==> src/rtl/uart_irq_status.sv <==
`timescale 1ns/1ps
module uart_irq_status #(
  parameter int FIFO_DEPTH = 16,
  parameter int AW = 4,
  parameter int LW = $clog2(FIFO_DEPTH + 1),
  parameter logic [AW-1:0] STAT_ADDR = AW'(8),
  parameter logic [AW-1:0] PCHR_ADDR = AW'(10),
  parameter logic [AW-1:0] PCNT_ADDR = AW'(11)
) (
  input  logic          clk,
  input  logic          rst_n,
  input  logic          cfg_int_sel,
  input  logic          bus_wr,
  input  logic [AW-1:0] bus_addr,
  input  logic [7:0]    bus_wdata,
  output logic [7:0]    bus_rdata,
  input  logic          scc_irq,
  input  logic          rx_valid,
  input  logic [7:0]    rx_data,
  input  logic [LW-1:0] rx_level,
  input  logic          rx_timeout,
  input  logic [LW-1:0] tx_level,
  output logic          irq
);
  localparam int HALF = FIFO_DEPTH / 2;

  logic [3:1] stat;
  logic       tx_below_q, rx_above_q;
  logic [7:0] pat_chr, pat_cnt, run;

  wire wr_stat = bus_wr && (bus_addr == STAT_ADDR);
  wire wr_pchr = bus_wr && (bus_addr == PCHR_ADDR);
  wire wr_pcnt = bus_wr && (bus_addr == PCNT_ADDR);
  wire pat_wr  = wr_pchr || wr_pcnt;

  wire tx_below = tx_level < LW'(HALF);
  wire rx_above = rx_level > LW'(HALF);
  wire tx_evt   = tx_below && !tx_below_q;
  wire rx_evt   = (rx_above && !rx_above_q) || rx_timeout;

  wire match    = rx_valid && (rx_data == pat_chr) && (pat_cnt != 8'd0) && !pat_wr;
  wire pat_hit  = match && ((run + 8'd1) == pat_cnt);

  wire [3:1] set_v = {pat_hit, rx_evt, tx_evt} & {3{cfg_int_sel}};
  wire [3:1] clr_v = wr_stat ? bus_wdata[3:1] : 3'b000;
  wire       scc_bit = scc_irq && cfg_int_sel;

  always_ff @(posedge clk or negedge rst_n) begin
    if (!rst_n) begin
      stat       <= '0;
      tx_below_q <= 1'b1;
      rx_above_q <= 1'b0;
    end else begin
      stat       <= (stat & ~clr_v) | set_v;
      tx_below_q <= tx_below;
      rx_above_q <= rx_above;
    end
  end

  always_ff @(posedge clk or negedge rst_n) begin
    if (!rst_n) begin
      pat_chr <= '0;
      pat_cnt <= '0;
      run     <= '0;
    end else begin
      if (wr_pchr) pat_chr <= bus_wdata;
      if (wr_pcnt) pat_cnt <= bus_wdata;
      if (pat_wr)                run <= '0;
      else if (rx_valid) begin
        if (pat_hit)             run <= '0;
        else if (match)          run <= run + 8'd1;
        else                     run <= '0;
      end
    end
  end

  always_comb begin
    bus_rdata = 8'h00;
    if (bus_addr == STAT_ADDR)      bus_rdata = {4'b0000, stat, scc_bit};
    else if (bus_addr == PCHR_ADDR) bus_rdata = pat_chr;
    else if (bus_addr == PCNT_ADDR) bus_rdata = pat_cnt;
  end

  assign irq = cfg_int_sel && ((|stat) || scc_irq);

  a_r3_hold: assert property (@(posedge clk) disable iff (!rst_n)
    1'b1 |=> ((stat & $past(stat & ~clr_v)) == $past(stat & ~clr_v)));

  a_r7_clear: assert property (@(posedge clk) disable iff (!rst_n)
    (wr_stat && ((bus_wdata[3:1] & ~set_v) != 3'b000)) |=>
      ((stat & $past(bus_wdata[3:1] & ~set_v)) == 3'b000));

  a_r8_set_wins: assert property (@(posedge clk) disable iff (!rst_n)
    (set_v != 3'b000) |=> ((stat & $past(set_v)) == $past(set_v)));

  a_r9_gate: assert property (@(posedge clk) disable iff (!rst_n)
    (!cfg_int_sel && stat == 3'b000) |=> (stat == 3'b000));

  a_r6_disabled: assert property (@(posedge clk) disable iff (!rst_n)
    (pat_cnt == 8'd0 && !pat_wr && !stat[3]) |=> !stat[3]);

  a_r5_run_bound: assert property (@(posedge clk) disable iff (!rst_n)
    (pat_cnt != 8'd0) |-> (run < pat_cnt));
endmodule

==> config.mk <==
export PLATFORM = sky130hd
export DESIGN_NAME = uart_irq_status
export DESIGN_NICKNAME = d
export VERILOG_FILES = /design/src/rtl/uart_irq_status.sv
export SDC_FILE = /design/constraint.sdc
export NUM_CORES = 1
export LEC_CHECK = 0
export BUFFER_PORTS_ARGS = -buffer_cell sky130_fd_sc_hd__buf_2
export CORE_MARGIN = 5
export CORE_UTILIZATION = 41
export CTS_CLUSTER_DIAMETER = 50
export DETAILED_ROUTE_END_ITERATION = 10
export SLEW_MARGIN = 20
export SYNTH_ARGS = -nofsm -noshare
export SYNTH_HDL_FRONTEND = slang
export SYNTH_SLANG_ARGS = --single-unit
==> constraint.sdc <==
create_clock -name clk -period 3.3 [get_ports clk]
set_clock_uncertainty 0.15 [all_clocks]
set_input_delay 0.33 -clock clk [delete_from_list [all_inputs] [get_ports clk]]
set_output_delay 0.33 -clock clk [all_outputs]
set_load 0.02 [all_outputs]
# [Word-level counts from Yosys, hierarchy flattened]
# Cells that the tools add are included.
[totals] register_bits=29 latch_bits=0 ram_bits=0 romBits=0 in_bits=37 output_inout_bits=9 word_cells=46 n_memories=0
[op_classes] n_addsub=1 n_mul=0 div_mod_pow=0 n_lt_le_gt_ge=2 n_eq_ne=5 n_shift=0 mux=8 n_bitwise=4 n_reduce_logical=20
[op_table] op="$mux 8" n=7
[op_table] op="$eq 8x8->1" n=2
[op_table] op="$eq 4x4->1 const B" n=3
[op_table] op="$logic_and 1x1->1" n=11
[op_table] op="$add 8x1->8 const B" n=1
[op_table] op="$reduce_bool 8->1" n=1
[op_table] op="$and 3x3->3" n=2
[op_table] op="$gt 5x4->1 const B" n=1
[op_table] op="$lt 5x4->1 const B" n=1
[op_table] op="$logic_not 1->1" n=3
[op_table] op="$logic_or 1x1->1" n=3
[op_table] op="$mux 3" n=1
[op_table] op="$not 3->3" n=1
[op_table] op="$or 3x3->3" n=1
[op_table] op="$reduce_or 3->1" n=1
[op_table] op="$reduce_bool 2->1" n=1

# [Depth between registers and ports, before layout]
# Gate-level depths: netlist (run 1).
[depth] ltp_word=9 ltp_mapped=8

# [Worst setup path after synthesis (run 1)]
# Ideal clock, no wire load.
[synth_timing] path_kind="reg2reg" from="register run[0]" to="register run[7]" setup_time_ps=124 arrival_ps=2198 t_required_ps=3026 slack_ps=828 path_stages_with_launch=9 n_path_buf=1 synth_period_minus_slack_ps=2472 cell_sequence="dfrtp_1 > ha_1 > xor3_4 > o22ai_1 > o211ai_1 > nor4_4 > buf_6 > nor3_2 > a211o_1"
[synth_via] elab_chain_len=6
[synth_lines] item="start, declared" line="29" rtl="logic [7:0] pat_chr, pat_cnt, run;"
[synth_lines] item="start signal, assigned" line="71" rtl="else if (match) run <= run + 8'd1;"
[synth_lines] item="$add 8x1->8 *" line="42, 71"
[synth_lines] item="$eq 8x8->1" line="42" rtl="wire pat_hit = match && ((run + 8'd1) == pat_cnt);"
[synth_lines] item="$logic_and 1x1->1" line="42"
[synth_lines] item="$mux 8 *" line="70" rtl="if (pat_hit) run <= '0;"
[synth_lines] item="$mux 8 *" line="69" rtl="else if (rx_valid) begin"
[synth_lines] item="$mux 8 *" line="68" rtl="if (pat_wr) run <= '0;"
# Mark *: on every way between the ends. The rest lies on a longest branch, timed or not. The select of a mux whose other input is x is not followed.
# A chain may end at the register's enable or synchronous reset.

# [Worst setup path in the final report (run 1)]
[layout_timing] from="register run[0]" to="register run[2]"
# The elaborated chain is that of the path after synthesis.

==> impl_summary.txt, run 1 <==
----------------------------------------------------
[STA]
  Transition at the pin with the smallest max-transition slack ... 693.7 ps
  Hold WS ... 15.74 ps
  Final Hold Vio Count ... 0
  Setup-failing EPs final ... 0
  Final WS setup ... 560.3 ps
  Setup repair after global routing missed its margin ... no
  Number of pins with negative max-slew slack in the final report ... 0
  Final worst path period need ... 2740 ps
  Relative slew slack ... 53.75%
  Final period util ... 83.02%
  Total Negative Setup Slacks ... 0 ps
  Highest attainable clock frequency ... 0.3650 GHz

[Floorplanning]
  Die span in x ... 75.46 um
  Die Ht ... 75.46 um
  Io pins ... 46
  Cell row count ... 23
  Initial core utilization ... 42.99%
  Die area ... 5693 um2
  Core Area ... 4086 um2

[Power and ir drop]
  Static power due to leakage ... 0.9759 nW
  Cell Pwr Density ... 462.2 nW/um2
  IR Drop Worst-Case VDD ... 269.8 uV

[Hold path]
  Class of the most critical hold timing path ... input port to flop

[Final layout]
  Area growth from synthesis to final layout ... 21.01%
  Post-layout nets ... 250
  Antenna fix cells ... 0
  Share of post-route cells with drive strength above 1 ... 36.62%
  Commonest non-fill, non-tap cells in the layout ... buf_2, dfrtp_1, mux2_2
  Filler cells ... 406
  Most common library cell in the layout ignoring fill and taps ... buf_2

[Job]
  # Max-Cap Violations ... 0

[Critical path]
  Slowest cell on crit path ... xor3_4
  Maximum fanout encountered on the critical timing path ... 10
  Setup crit start kind ... flop
  Arrival time at the worst endpoint ... 2760 ps
  Flop2flop setup slack ... 560 ps
  Capture instance of the worst register-to-register path ... run[2]$_DFFE_PN0P_
  Type of destination of the critical path ... flop
  Required time at the endpoint of the critical path ... 3320 ps
  Longest individual stage delay on the worst path ... 450 ps
  Number of cell instances on the worst register-to-register path ... 8
  Startpoint of the worst-slack reg-to-reg timing path ... run[0]$_DFFE_PN0P_
  Setup crit start ... run[0]$_DFFE_PN0P_
  Destination of the critical timing path ... run[2]$_DFFE_PN0P_
  Sequence of cells on the critical path ... ha_1 > xor3_4 > o22ai_1 > o211ai_1 > nor4_4 > buf_4 > o32ai_1 > a21o_2
  Worst Path Class, Setup ... flop to flop

[Detailed routing]
  Vias ... 1486
  DRT Wirelength ... 4319 um
  Antenna violation net count after detailed routing ... 0
  Residual DRC ... 0
  Vias per Instance ... 5.650
  WL per Instance ... 16.42 um
  Detailed-routing iteration count for the pre-antenna-repair pass ... 4
  Starting DRC count in detailed routing ... 47

[Clock network]
  Setup Buffers After CTS ... 0
  CTS tree ... done
  Num CTS Buffers ... 5
  Insertion delay of the later-clocked pin in the worst-skew pair ... 280 ps
  CTS Root Cell ... clkbuf_8
  Post-cts sizing count ... 0
  Buffer levels on the longest clock path ... 2
  Register clock-pin slew on the reported worst setup and hold paths ... 60 ps
  Count of H-tree levels built during CTS ... 2
  Post-CTS Hold Buffers ... 1
  # clock sinks ... 29

[Synth]
  Summed instance area of the synthesized netlist ... 1757 um2
  Unique cell type count in the Yosys netlist ... 44
  Area leader, netlist ... dfrtp_1
  Mean Syn Cell Area ... 10.71 um2
  Synthesized net count ... 202
  Ys Warns ... 0
  FF+latch count, synth ... 29
  Number of instances in the synthesized netlist ... 164
  Area contributors post-synth ... dfrtp_1, mux2_2, mux2i_1
  Proportion of netlist area held by the largest area contributor ... 39.89%
  Share of the yosys chip area belonging to registers ... 41.38%

[Global route]
  Antenna violations before repair ... 0
  All-Layer GR Usage ... 16.62%
  First-pass GRT wire length ... 7065 um
  Largest net degree at the start of global routing ... 30
  Overall overflow remaining after global route ... 0
  Via count of the first global-routing pass ... 1489

[Placement]
  Detailed-placement wirelength estimate ... 3321 um
  Worst setup slack before clock tree synthesis ... 558.7 ps
  Port bufs ... 42
  Gpl congestion ... 0.8491

[Outcome]
  Result of the run ... completed

----------------------------------------------------
power breakdown:
part	leakage [nW]	internal, mW	switching (mW)
Clock	0.0455	0.170	0.133
Combinational	0.569	0.119	0.0937
Sequential	0.362	0.406	0.0609
Total	0.976	0.695	0.288
state kept, by name (all words and copies together) (netlist names):
| signal | count |
|---|---|
| rx_above_q | 1 |
| pat_chr | 8 |
| pat_cnt | 8 |
| tx_below_q | 1 |
| run | 8 |
| stat | 3 |
logic make-up (layout without fill, tap and decap cells):
group	count (synthesis)	after routing	share of synthesized area, %
fa+ha+maj	1	1	0.7121
compound gates	31	31	12.96
simple gates	52	52	17.24
flops	29	29	41.38
buf+inv	9	58	2.564
mux	27	27	16.60
xor+xnor	15	15	8.547
metal layers:
layer,GRT usage (%),share of wire [%],up-vias
li1,-,-,714
met1,20.56,43,724
met2,26.85,50,40
met3,5.277,4.8,8
met4,6.796,1.7,0
met5,0,0,-
worst min path at each step:
stage,from,to,cells after the start
detailed placement,rst_n,run[2]$_DFFE_PN0P_,1
CTS,tx_level[4],tx_below_q$_DFF_PN1_,2
finish,tx_level[4],tx_below_q$_DFF_PN1_,2
global placement,rst_n,run[4]$_DFFE_PN0P_,1
global route,tx_level[4],tx_below_q$_DFF_PN1_,2
floorplan,rst_n,pat_chr[0]$_DFFE_PN0P_,0
through the flow:
step | instances | power, mW | cell area [um2] | utilization (%)
after detailed placement | 254 | 0.6874 | 2026 | 49.57
after global routing | 263 | 1.042 | 2126 | 52.02
after floorplan | 164 | 0.6074 | 1757 | -
after CTS | 263 | 0.9934 | 2126 | 52.02
after global placement | 254 | 0.6777 | 2026 | 49.57
final | 263 | 0.9826 | 2126 | 52.02
Yosys cell counts (all sizes together):
cell type	count
dfrtp	28
mux2	17
mux2i	10
xnor2	10
nand2	9
nor2	9
nand3	7
nor4	7
o21ai	7
a21o	4
nor2b	4
o32ai	4
xor2	4
buf	3
clkbuf	3
inv	3
nand4	3
nor3	3
a211o	2
a211oi	2
a21oi	2
a22o	2
a32o	2
and3	2
nor4b	2
o31ai	2
or3	2
a31oi	1
dfstp	1
ha	1
nand2b	1
nand3b	1
nor3b	1
o211ai	1
o22ai	1
o41a	1
or2	1
xor3	1
layout make-up:
class	count	area (um2)	area share (%)
sequential	29	726.9	34.20
tap	50	62.56	2.943
multi-input combinational	126	984.7	46.32
timing repair buffer	47	250.2	11.77
inverter	3	11.26	0.5297
clock buffer	8	90.09	4.238
critical path, delay by kind of cell, from the launching register on:
kind | cells | cell delay (ps)
AO/OA/AOI/OAI | 4 | 630
XOR/XNOR | 1 | 450
adder cells (fa/ha/maj) | 1 | 300
buffers and inverters | 1 | 240
flip-flops | 1 | 440
AND/OR/NAND/NOR | 1 | 410
No activity file was read; power rests on OpenSTA's default activity.
==> inputs of run 2 (changes only) <==
==> constraint.sdc (replaced) <==
create_clock -name clk -period 2.7 [get_ports clk]
set_clock_uncertainty 0.15 [all_clocks]
set_input_delay 0.27 -clock clk [delete_from_list [all_inputs] [get_ports clk]]
set_output_delay 0.27 -clock clk [all_outputs]
set_load 0.02 [all_outputs]
==> impl_summary.txt, run 2 (synthesis results as in run 1) <==
----------------------------------------------------
[Critical path]
  Arrival time at the worst endpoint ... 2560 ps (was 2760 ps)
  Required time at the endpoint of the critical path ... 2720 ps (was 3320 ps)
  Flop2flop setup slack ... 160 ps (was 560 ps)
  Maximum fanout encountered on the critical timing path ... 10 (unchanged)
  Type of destination of the critical path ... flop (unchanged)
  Capture instance of the worst register-to-register path ... run[2]$_DFFE_PN0P_ (unchanged)
  Number of cell instances on the worst register-to-register path ... 8 (unchanged)
  Startpoint of the worst-slack reg-to-reg timing path ... run[1]$_DFFE_PN0P_ (was run[0]$_DFFE_PN0P_)
  Setup crit start kind ... flop (unchanged)
  Worst Path Class, Setup ... flop to flop (unchanged)

[Clock network]
  Post-cts sizing count ... 0 (unchanged)
  Insertion delay of the later-clocked pin in the worst-skew pair ... 280 ps (about the same)
  Buffer levels on the longest clock path ... 2 (unchanged)
  CTS tree ... done (unchanged)
  Register clock-pin slew on the reported worst setup and hold paths ... 60 ps (about the same)
  # clock sinks ... 29 (unchanged)
  Num CTS Buffers ... 5 (unchanged)
  Count of H-tree levels built during CTS ... 2 (unchanged)
  CTS Root Cell ... clkbuf_8 (unchanged)

[Final layout]
  Commonest non-fill, non-tap cells in the layout ... buf_2, dfrtp_1, mux2_2 (unchanged)
  Final design utilization ... 53.98% (was 52.02%)
  Most common library cell in the layout ignoring fill and taps ... buf_2 (unchanged)
  Share of post-route cells with drive strength above 1 ... 38.36% (was 36.62%)
  Registers with the most flip-flops ... pat_chr (8), pat_cnt (8), run (8) (unchanged)
  Final instance area ... 2206 um2 (was 2126 um2)
  Antenna fix cells ... 0 (unchanged)
  Final Instance Count excl. Fillers ... 269 (was 263)
  Post-layout nets ... 256 (was 250)
  Area growth from synthesis to final layout ... 25.57% (was 21.01%)

[Power and ir drop]
  Clock share of power ... 36.1% (was 30.8%)
  Static power due to leakage ... 1.018 nW (was 0.9759 nW)
  Combinational share of power ... 20.3% (was 21.7%)
  Cell Pwr Density ... 593.5 nW/um2 (was 462.2 nW/um2)
  Fraction of power spent switching nets ... 27.87% (was 29.30%)
  Reg power frac ... 43.6% (was 47.5%)
  Switching power ... 0.3648 mW (was 0.2879 mW)
  IR Drop Worst-Case VDD ... 406.2 uV (was 269.8 uV)
  Internal cell power ... 0.9443 mW (was 0.6947 mW)

[Hold path]
  Startpoint of the tightest hold check path ... rx_level[4] (was tx_level[4])
  Class of the most critical hold timing path ... input port to flop (unchanged)
  WHS Path Cells ... 2 (unchanged)
  Worst Hold Path EP ... rx_above_q$_DFF_PN0_ (was tx_below_q$_DFF_PN1_)

[STA]
  Transition at the pin with the smallest max-transition slack ... 682.5 ps (was 693.7 ps)
  Number of pins with negative max-slew slack in the final report ... 0 (unchanged)
  Final worst path period need ... 2535 ps (was 2740 ps)
  Relative slew slack ... 54.50% (was 53.75%)
  Final period util ... 93.89% (was 83.02%)
  Final WS setup ... 165.0 ps (was 560.3 ps)
  Final Hold Vio Count ... 0 (unchanged)
  Setup repair after global routing missed its margin ... no (unchanged)
  Highest attainable clock frequency ... 0.3945 GHz (was 0.3650 GHz)
  Total Negative Setup Slacks ... 0 ps (unchanged)
  Setup-failing EPs final ... 0 (unchanged)

[Placement]
  Area after DPL ... 2056 um2 (was 2026 um2)
  Gpl congestion ... 0.8691 (was 0.8491)
  Detailed-placement wirelength estimate ... 3349 um (was 3321 um)
  Worst setup slack before clock tree synthesis ... 189.4 ps (was 558.7 ps)
  Port bufs ... 42 (unchanged)
  Number of cells after detailed placement ... 258 (was 254)

[Global route]
  Largest net degree at the start of global routing ... 30 (unchanged)
  Overall overflow remaining after global route ... 0 (unchanged)
  Via count of the first global-routing pass ... 1601 (was 1489)
  Antenna violations before repair ... 0 (unchanged)
  All-Layer GR Usage ... 16.98% (was 16.62%)
  First-pass GRT wire length ... 7362 um (was 7065 um)

[Floorplanning]
  Initial core utilization ... 42.99% (unchanged)
  Io pins ... 46 (unchanged)
  Die span in x ... 75.46 um (unchanged)
  Core Area ... 4086 um2 (unchanged)
  Die Ht ... 75.46 um (unchanged)
  Cell row count ... 23 (unchanged)
  Die area ... 5693 um2 (unchanged)

[Detailed routing]
  WL per Instance ... 16.42 um (about the same)
  Detailed-routing iteration count for the pre-antenna-repair pass ... 4 (unchanged)
  Antenna violation net count after detailed routing ... 0 (unchanged)
  DRT Wirelength ... 4418 um (was 4319 um)
  Vias ... 1518 (was 1486)
  Vias per Instance ... 5.643 (was 5.650)
  Starting DRC count in detailed routing ... 97 (was 47)
  Residual DRC ... 0 (unchanged)

[Job]
  # Max-Cap Violations ... 0 (unchanged)

[Outcome]
  Result of the run ... completed (unchanged)

----------------------------------------------------
==> run 2: changes by cell type in the layout (fill, tap and decap cells not counted) <==
cell           previous run  this run
clkbuf_1                  2         0
buf_4                     4         8
bufinv_16                 0         1
dlygate4sd3_1             1         3
clkinvlp_4                0         1
==> run 2: through the flow <==
step	hold WS, ps	power [mW]
floorplan	-175.6	0.7423
global placement	192.1	0.8301
detailed placement	204.5	0.8436
CTS	44.65	1.328
global route	45.51	1.379
finish	57.96	1.309
==> run 2: area by class of cell <==
class	count	area, um2
fillers	368	1881
clock inverters	2	37.54
flip-flops and latches	29	726.9
clock buffers	6	82.58
repair buffers	53	300.3
well taps	50	62.56
inverters	3	11.26
multi-input cells	126	984.7
==> run 2: worst max-delay path: stages, from the launching register on <==
cell,delay [ps]
dfrtp_1,410
ha_1,270
xor3_4,450
o22ai_1,130
o211ai_1,170
nor4_4,310
buf_4,220
o32ai_1,100
a21o_2,210
==> run 2: power groups by stage <==
stage	clock network (mW)	logic [mW]	registers, mW
finish	0.472	0.266	0.571
global route	0.507	0.291	0.580
CTS	0.488	0.270	0.570
detailed placement	0	0.265	0.578
global placement	0	0.256	0.575
floorplan	0	0.189	0.554
==> run 2: timing repair <==
item	CTS	global route
buffers inserted	0	0
hold buffers	3	0
hold endpoints to repair	29	0
==> run 2: routing by layer <==
| metal | track usage [%] | vias to the layer above | share of wire [%] |
|---|---|---|---|
| li1 | - | 727 | - |
| met1 | 21.65 | 742 | 43 |
| met2 | 28.09 | 44 | 51 |
| met3 | 4.617 | 5 | 4.9 |
| met4 | 5.243 | 0 | 0.91 |
| met5 | 0 | - | 0 |
==> run 2: how the worst max path moves through the flow <==
stage	from	to	cells after the start
6_report	run[1]$_DFFE_PN0P_	run[2]$_DFFE_PN0P_	8
5_1_grt	run[1]$_DFFE_PN0P_	run[2]$_DFFE_PN0P_	8
4_1_cts	run[1]$_DFFE_PN0P_	run[2]$_DFFE_PN0P_	8
3_5_place_dp	run[1]$_DFFE_PN0P_	run[2]$_DFFE_PN0P_	8
3_3_place_gp	run[1]$_DFFE_PN0P_	run[2]$_DFFE_PN0P_	8
2_1_floorplan	run[0]$_DFFE_PN0P_	run[7]$_DFFE_PN0P_	8
